## config.mk

```make
export PLATFORM = sky130hd
export DESIGN_NAME = cmd_apb_bridge
export DESIGN_NICKNAME = d
export VERILOG_FILES = /design/src/rtl/cmd_apb_pkg.sv /design/src/rtl/tile_addr_norm.sv /design/src/rtl/apb_phase_fsm.sv /design/src/rtl/cmd_word_reg.sv /design/src/rtl/cmd_apb_bridge.sv
export SDC_FILE = /design/constraint.sdc
export NUM_CORES = 1
export LEC_CHECK = 0
export CAP_MARGIN = 20
export CORE_MARGIN = 2
export CORE_UTILIZATION = 33
export DETAILED_ROUTE_END_ITERATION = 12
export PLACE_DENSITY = 0.83
export SYNTH_ARGS = -nofsm -noshare
export SYNTH_HDL_FRONTEND = slang
export SYNTH_SLANG_ARGS = --single-unit
```

## constraint.sdc

```tcl
create_clock -name clk -period 1.4 [get_ports clk]
set_input_delay 0.42 -clock clk [delete_from_list [all_inputs] [get_ports clk]]
set_output_delay 0.42 -clock clk [all_outputs]
set_load 0.005 [all_outputs]
```

## src/rtl/cmd_apb_pkg.sv

```systemverilog
package cmd_apb_pkg;
  // Control word layout (fixed by the host software contract).
  localparam int CTL_W       = 64;
  localparam int DATA_W      = 32;
  localparam int FIELD_W     = 29;
  localparam int BIT_GO      = 0;
  localparam int BIT_DIR     = 1;
  localparam int FIELD_LSB   = 2;
  localparam int BIT_ERR     = 31;
  localparam int DATA_LSB    = 32;

  typedef enum logic [1:0] {
    PH_IDLE   = 2'd0,
    PH_SETUP  = 2'd1,
    PH_ACCESS = 2'd2
  } phase_e;

  typedef struct packed {
    logic [DATA_W-1:0]  data;
    logic               err;
    logic [FIELD_W-1:0] field;
    logic               dir;
    logic               go;
  } ctl_word_t;
endpackage

```

## src/rtl/tile_addr_norm.sv

```systemverilog
module tile_addr_norm
  import cmd_apb_pkg::*;
#(
  parameter int TILE_LSB = 24,
  parameter int TILE_W   = 4,
  parameter int MARK_POS = 28,
  parameter bit MARK_EN  = 1'b1
) (
  input  logic [FIELD_W-1:0] field_in,
  output logic [FIELD_W-1:0] field_out
);
  localparam int TILE_MSB = TILE_LSB + TILE_W - 1;

  logic tile_nz;
  assign tile_nz = |field_in[TILE_MSB:TILE_LSB];

  generate
    if (MARK_EN) begin : g_mark
      always_comb begin
        field_out           = field_in;
        field_out[MARK_POS] = tile_nz;
      end
    end else begin : g_pass
      assign field_out = field_in;
    end
  endgenerate
endmodule

```

## src/rtl/apb_phase_fsm.sv

```systemverilog
module apb_phase_fsm
  import cmd_apb_pkg::*;
(
  input  logic clk,
  input  logic rst,
  input  logic launch,
  input  logic pready,
  output logic psel,
  output logic penable,
  output logic done
);
  phase_e state_q, state_d;

  always_comb begin
    state_d = state_q;
    unique case (state_q)
      PH_IDLE:   if (launch) state_d = PH_SETUP;
      PH_SETUP:  state_d = PH_ACCESS;
      PH_ACCESS: if (pready) state_d = PH_IDLE;
      default:   state_d = PH_IDLE;
    endcase
  end

  always_ff @(posedge clk) begin
    if (rst) begin
      state_q <= PH_IDLE;
      psel    <= 1'b0;
      penable <= 1'b0;
    end else begin
      state_q <= state_d;
      psel    <= (state_d == PH_SETUP) || (state_d == PH_ACCESS);
      penable <= (state_d == PH_ACCESS);
    end
  end

  assign done = (state_q == PH_ACCESS) && pready;
endmodule

```

## src/rtl/cmd_word_reg.sv

```systemverilog
module cmd_word_reg
  import cmd_apb_pkg::*;
#(
  parameter int TILE_LSB = 24,
  parameter int TILE_W   = 4,
  parameter int MARK_POS = 28
) (
  input  logic              clk,
  input  logic              rst,
  input  logic              host_we,
  input  logic [CTL_W-1:0]  host_wdata,
  input  logic              done,
  input  logic [DATA_W-1:0] rd_word,
  input  logic              rd_err,
  output ctl_word_t         ctl_q,
  output logic              launch
);
  logic [FIELD_W-1:0] field_norm;
  logic               accept;

  tile_addr_norm #(
    .TILE_LSB(TILE_LSB),
    .TILE_W  (TILE_W),
    .MARK_POS(MARK_POS),
    .MARK_EN (1'b1)
  ) u_norm (
    .field_in (host_wdata[FIELD_LSB +: FIELD_W]),
    .field_out(field_norm)
  );

  assign accept = host_we && !ctl_q.go;

  always_ff @(posedge clk) begin
    if (rst) begin
      ctl_q  <= '0;
      launch <= 1'b0;
    end else begin
      launch <= accept && host_wdata[BIT_GO];
      if (done) begin
        ctl_q.go  <= 1'b0;
        ctl_q.err <= rd_err;
        if (ctl_q.dir) ctl_q.data <= rd_word;
      end else if (accept) begin
        ctl_q.dir   <= host_wdata[BIT_DIR];
        ctl_q.field <= field_norm;
        ctl_q.data  <= host_wdata[DATA_LSB +: DATA_W];
        if (host_wdata[BIT_GO]) begin
          ctl_q.go  <= 1'b1;
          ctl_q.err <= 1'b0;
        end
      end
    end
  end
endmodule

```

## src/rtl/cmd_apb_bridge.sv

```systemverilog
module cmd_apb_bridge
  import cmd_apb_pkg::*;
#(
  parameter int PADDR_W  = 32,
  parameter int TILE_LSB = 24,
  parameter int TILE_W   = 4,
  parameter int MARK_POS = 28
) (
  input  logic               clk,
  input  logic               rst,
  input  logic               host_we,
  input  logic [63:0]        host_wdata,
  output logic [63:0]        host_rdata,
  output logic [PADDR_W-1:0] paddr,
  output logic               psel,
  output logic               penable,
  output logic               pwrite,
  output logic [31:0]        pwdata,
  input  logic [31:0]        prdata,
  input  logic               pready,
  input  logic               pslverr
);
  localparam int BYTE_ADDR_W = FIELD_W + 2;

  ctl_word_t ctl_q;
  logic      launch;
  logic      done;
  logic [BYTE_ADDR_W-1:0] byte_addr;

  cmd_word_reg #(
    .TILE_LSB(TILE_LSB),
    .TILE_W  (TILE_W),
    .MARK_POS(MARK_POS)
  ) u_reg (
    .clk       (clk),
    .rst       (rst),
    .host_we   (host_we),
    .host_wdata(host_wdata),
    .done      (done),
    .rd_word   (prdata),
    .rd_err    (pslverr),
    .ctl_q     (ctl_q),
    .launch    (launch)
  );

  apb_phase_fsm u_fsm (
    .clk    (clk),
    .rst    (rst),
    .launch (launch),
    .pready (pready),
    .psel   (psel),
    .penable(penable),
    .done   (done)
  );

  assign byte_addr  = {ctl_q.field, 2'b00};
  assign paddr      = PADDR_W'(byte_addr);
  assign pwrite     = !ctl_q.dir;
  assign pwdata     = ctl_q.data;
  assign host_rdata = ctl_q;
endmodule

```

==> results of run 1 <==
layout make-up:
class                   count  share of cell area
multi-input cells         232               0.298
clock inverters             3             0.00623
repair buffers            291               0.418
well taps                 140              0.0256
flip-flops and latches     69               0.214
inverters                  23              0.0130
clock buffers              13              0.0247
per-layer routing:
metal  up-vias  track usage
met2       211        0.408
li1       1829            -
met4         0       0.0952
met3        27       0.0669
met1      1930        0.234
met5         -            0
how the worst max path moves through the flow:
stage / start / cells past startpoint / end / slack, ns
global route: u_fsm.state_q[0] / 4 / u_reg.ctl_q[53] / -0.18
finish: u_fsm.state_q[0] / 4 / u_reg.ctl_q[53] / -0.12
CTS: u_reg.ctl_q[1] / 4 / pwrite / -0.09
floorplan: rst / 4 / u_reg.ctl_q[15] / 0.003
global placement: pready / 4 / u_reg.ctl_q[34] / -0.85
detailed placement: pready / 4 / u_reg.ctl_q[34] / -0.92
placed cells by master (no fill, tap or decap), types with 2 or more instances in the layout:
cell type / count
dlygate4sd2_1: 100
clkdlybuf4s50_1: 95
dfxtp_2: 63
buf_4: 37
a21oi_1: 31
nand3_1: 30
o21ai_0: 29
nor3_2: 27
nand2_1: 22
inv_1: 22
a2111oi_4: 21
nor3_1: 18
clkbuf_2: 17
clkbuf_8: 12
buf_12: 10
a311oi_1: 9
clkdlybuf4s15_1: 9
buf_6: 8
nor2b_1: 7
a211oi_2: 6
dfxtp_1: 6
nor2_1: 5
buf_2: 4
nor2b_4: 3
mux2i_4: 3
a211oi_4: 3
nor2b_2: 3
conb_1: 3
buf_16: 3
clkbuf_16: 3
buf_8: 3
a311oi_2: 2
bufbuf_16: 2
worst max-delay path: cells and delay by family, from the launching register on:
family	cells	cell delay [ns]
and+or+nand+nor	2	0.60
DFF	1	0.33
AOI/OAI and AO/OA	1	0.09
buffers and inverters	1	0.35
power groups by stage:
stage,registers (mW),clock network [mW],logic (mW)
after floorplan,2.25,0,0.579
after global placement,2.25,0,1.31
after detailed placement,2.26,0,1.33
after CTS,2.22,1.78,1.46
after global routing,2.24,1.87,1.67
final,2.22,1.74,1.57
kinds of logic (layout without fill, tap and decap cells):
logic type / after synthesis / after routing / synth area share
flip-flops: 69 / 69 / 0.384
adder cells (fa/ha/maj): 1 / 1 / 0.00347
buffers and inverters: 127 / 330 / 0.216
AO/OA/AOI/OAI: 104 / 104 / 0.221
AND/OR/NAND/NOR: 120 / 120 / 0.169
multiplexers: 2 / 4 / 0.00695
other: 1 / 3 / 0.00104
cell usage after synthesis (13+ instances only):
| cell type | instances | area share |
|---|---|---|
| nand3_1 | 30 | 0.042 |
| clkbuf_1 | 15 | 0.016 |
| buf_4 | 68 | 0.14 |
| o21ai_0 | 29 | 0.040 |
| a21oi_1 | 32 | 0.044 |
| nor2b_1 | 13 | 0.023 |
| dfxtp_1 | 69 | 0.38 |
| inv_1 | 23 | 0.024 |
| nand2_1 | 22 | 0.023 |
| a2111oi_2 | 20 | 0.083 |
| nor3_1 | 45 | 0.063 |
| buf_2 | 18 | 0.025 |
through the flow:
stage | cell area (sq um) | hold slack, ns
floorplan | 3610 | 0.424
global placement | 5600 | 0.436
detailed placement | 5600 | 0.450
CTS | 6520 | 0.446
global route | 6830 | 0.480
finish | 6830 | 0.435
timing repair:
item | CTS | global route
setup buffers | 39 | 4
setup endpoints to repair | 194 | 89
pin swaps | 15 | 26
gates resized for setup | 274 | 75
gates cloned | 6 | 3
flip-flops by register name, summed over array words and instances (netlist names):
| signal | count |
|---|---|
| u_fsm.state_q | 2 |
| u_fsm.psel | 1 |
| u_reg.ctl_q | 64 |
| u_reg.launch | 1 |
| u_fsm.penable | 1 |
==> metrics.txt, run 1 <==
critical path type reg2reg; Hold Path Depth 2; RSZ-0062 raised after global routing yes; Req. time, crit path 1.60 ns; first-pass GRT wire length around 20 mm; sw power roughly 1.5 mW; status finished with violations; Int Power about 4.0 mW; ANT cells 0; R2R depth 4; DPL Wire Length about 8.4 mm; worst r2r src u_fsm.state_q[0]; Main synth FF type dfxtp_1; Setup-failing EPs final 18; GRT Residual Overflow 0; All-Layer GR Usage 0.222; CORE AREA roughly 0.011 sq mm; Max Cap Viol 0; CTS buffer count 9; crit path DAT roughly 1.7 ns; root buf cell clkbuf_8; share of cells above drive strength 1 0.380; die height between 100 and 150 microns; sequential fraction of the synthesis area 0.384; synthesized area per cell between 8 and 9 sq um; # IOs between 200 and 250; gp weighted congestion roughly 0.73; sw frac 0.276; initial core utilization 0.335; Remaining DRCs 0; Port Buffers 226; Finished Layout Cells around 770; Reg area 0.00146 sq mm; wl on met1 ~5.5 mm; Synth Register Bits 69; worst hold endpoint u_fsm.state_q[0]; hold_buf cts 0; Worst-Margin Slew around 0.47 ns; final routed wire length divided by cell count approximately 18 microns; Comb pwr share 0.284; Final Util 0.636; asr flop ratio synth 0; worst clock skew ~0.013 ns; period utilization 1.08; Nets around 730; CTS HTree Levels 3; clock share of power 0.314; CP peak stage delay 0.35 ns; failing checks setup timing; DR vias 3997; post-synthesis cell count 424; Worst-path clk slew 0.08 ns; Post-synth EDFFs 0; Hold Startpoint u_reg.launch; metal2 WL roughly 7.2 mm; multi-input logic area a little over 0.002 sq mm; Area Overhead vs Synth 89.7%; Hold Fails Final Rpt 0; final wirelength around 14 mm; reg-to-reg endpoint u_reg.ctl_q[53]; CTS tree yes; Cells after DPL 707; WL met3 1.21 mm; vias per cell just over 5; fmax about 660 MHz; worst-skew pair later-pin latency 0.34 ns; total power approximately 5.5 mW; die span in x about 110 microns; Setup TNS -0.439 ns; Final WS setup -0.117 ns; slowest stage cell, crit path bufbuf_16; Flop pwr share 0.402; reg2reg setup slack -0.12 ns; die area 0.0118 sq mm; Pwr per Cell Area 809 mW/mm^2; critical path fanouts, max 16; Final ANT Viol Nets 0; Ys Warns 0; Synth cell types 26; clk buf depth 2; Peak supply drop roughly 500 uV; top sig layer met4; mapped cell area between 0.003 and 0.004 sq mm; post-route minimum period approximately 1.5 ns; drt pass-1 iters 4; # fillers 875; Rel. slew slack 0.680; Place WS -0.915 ns; CP Cell Sequence nand3b_4 > bufbuf_16 > nor3_1 > a2111oi_4; CTS Sinks a little under 70; initial antenna violation count 0; Leak between 2 and 3 nW; Worst Hold Class reg2reg; Max Slew Vio Count 0; row cnt 38; number of DRC markers in iteration 0 ~200; critical path launch point type register; vias in the first global route 4048; kind of end point of the critical path register; largest net degree at the start of global routing just over 40
No activity file was read; power rests on OpenSTA's default activity.
==> inputs of run 2 (changes only) <==
- MAX_ROUTING_LAYER: unset -> met4
==> metrics.txt, run 2 (synthesized netlist as in run 1, its figures left out) <==
DPL Wire Length 8.36 mm; row cnt 38; ANT cells 0; Worst-path clk slew roughly 0.08 ns; busiest grt layer met2; number of DRC markers in iteration 0 between 150 and 200; Max Slew Vio Count 0; die area roughly 0.012 sq mm; share of cells above drive strength 1 0.379; Final Util 0.628; Peak supply drop about 500 uV; CTS HTree Levels 3; global routing usage on met3 0.0585; drt pass-1 iters 4; CTS tree yes; Worst Hold Class reg2reg; Setup-failing EPs final 10; initial core utilization 0.335; final routed wire length divided by cell count 17.8 microns; DR vias between 3000 and 4000; worst clock skew ~0.012 ns; Req. time, crit path 1.61 ns; Final ANT Viol Nets 0; GRT Residual Overflow 0; root buf cell clkbuf_8; All-Layer GR Usage 0.229; initial antenna violation count 0; CP peak stage delay 0.33 ns; kind of end point of the critical path register; period utilization 1.03; status finished with violations; Place WS -0.915 ns; most frequent CP cell buf_12; Remaining DRCs 0; fmax 694 MHz; CP Cell Sequence nand3b_4 > buf_12 > buf_12 > nor3_1 > a2111oi_4; Hold Startpoint u_reg.launch; Crit path buffers/inverters 2; slowest stage cell, crit path dfxtp_2; Nets between 700 and 800; Hold Fails Final Rpt 0; worst r2r src u_fsm.state_q[0]; vias per cell between 5 and 6; worst hold endpoint u_fsm.state_q[0]; Leak 2.89 nW; Port Buffers about 230; total power between 5 and 6 mW; reg-to-reg endpoint u_reg.ctl_q[50]; final wirelength 13.7 mm; top flop regs u_reg.ctl_q: 64 flops, u_fsm.state_q: 2 flops; RSZ-0062 raised after global routing yes; M1 GR Usage 0.240; most common cell after layout, fill and taps aside dlygate4sd2_1; failing checks setup timing; Top delay family on crit path simple AND/OR/NAND/NOR gates; CTS Sinks 69; CORE AREA ~0.011 sq mm; worst-skew pair later-pin latency between 0.3 and 0.4 ns; critical path launch point type register; die span in x between 100 and 150 microns; Hold Path Depth 2; first-pass GRT wire length approximately 20 mm; CTS buffer count 9; Final WS setup -0.0399 ns; clk buf depth 2; # IOs 232; gp weighted congestion ~0.74; largest net degree at the start of global routing 41; hold slack final roughly 0.44 ns; die height ~110 microns; commonest non-fill, non-tap cells in the layout dlygate4sd2_1 (103), clkdlybuf4s50_1 (95), dfxtp_2 (63); Pwr per Cell Area 814 mW/mm^2; crit path DAT between 1.5 and 2 ns; Max Cap Viol 0; Area Overhead vs Synth 87.5%; Largest register FFs between 60 and 70; critical path type reg2reg; reg2reg setup slack -0.04 ns; R2R depth 5; met2 usage 0.407; post-route minimum period around 1.4 ns; vias in the first global route 4043; critical path fanouts, max 8; Top reg by flops u_reg.ctl_q
==> run 2: per-stage QoR <==
step	area [sq um]	setup TNS (ns)	cells
6_report	6750	-0.167	768
5_1_grt	6750	-1.69	768
4_1_cts	6520	-1.74	768
3_5_place_dp	5600	-43.78	707
3_3_place_gp	5600	-41.02	707
2_1_floorplan	3610	0	426
==> run 2: cell type report <==
type / instances / area (sq um)
clock inverters: 3 / 42.5
flip-flops and latches: 69 / 1460
inverters: 23 / 88.8
clock buffers: 13 / 169
repair buffers: 288 / 2800
well taps: 140 / 175
fillers: 880 / 4000
multi-input cells: 232 / 2020
==> run 2: worst max path at each step <==
stage	startpoint	to	depth (start not counted)
2_1_floorplan	rst	u_reg.ctl_q[15]	4
3_3_place_gp	pready	u_reg.ctl_q[34]	4
3_5_place_dp	pready	u_reg.ctl_q[34]	4
4_1_cts	u_reg.ctl_q[1]	pwrite	4
5_1_grt	u_fsm.state_q[0]	u_reg.ctl_q[50]	5
6_report	u_fsm.state_q[0]	u_reg.ctl_q[50]	5
==> run 2: timing repair <==
action / CTS / global route
pin swaps: 15 / 21
hold buffers: 0 / 0
buffers inserted: 39 / 3
cloned: 6 / 1
endpoints found under the setup margin: 194 / 88
hold endpoints to repair: 0 / 0
resized for setup: 274 / 70
==> run 2: worst reg2reg max path, cell delays in order, from the launching register on <==
cell       delay, ns
dfxtp_2         0.33
nand3b_4        0.25
buf_12          0.21
buf_12          0.14
nor3_1          0.29
a2111oi_4       0.09
==> run 2: where the power goes <==
part	total, mW	internal (mW)	switching (mW)
logic	1.54	0.897	0.648
clock network	1.73	0.968	0.762
registers	2.22	2.13	0.0948
total	5.50	3.99	1.50
==> run 2: per-layer routing <==
layer,vias up,share of wire,wire length [microns]
met5,-,0,0
met4,0,0.021,294
met3,26,0.069,943
met2,187,0.51,6990
met1,1879,0.40,5470
li1,1822,-,-
==> inputs of run 3 (changes only) <==
- HOLD_SLACK_MARGIN: unset -> 0.12
==> results of run 3 <==
The final DEF is identical to that of run 2; final timing and power are the same.
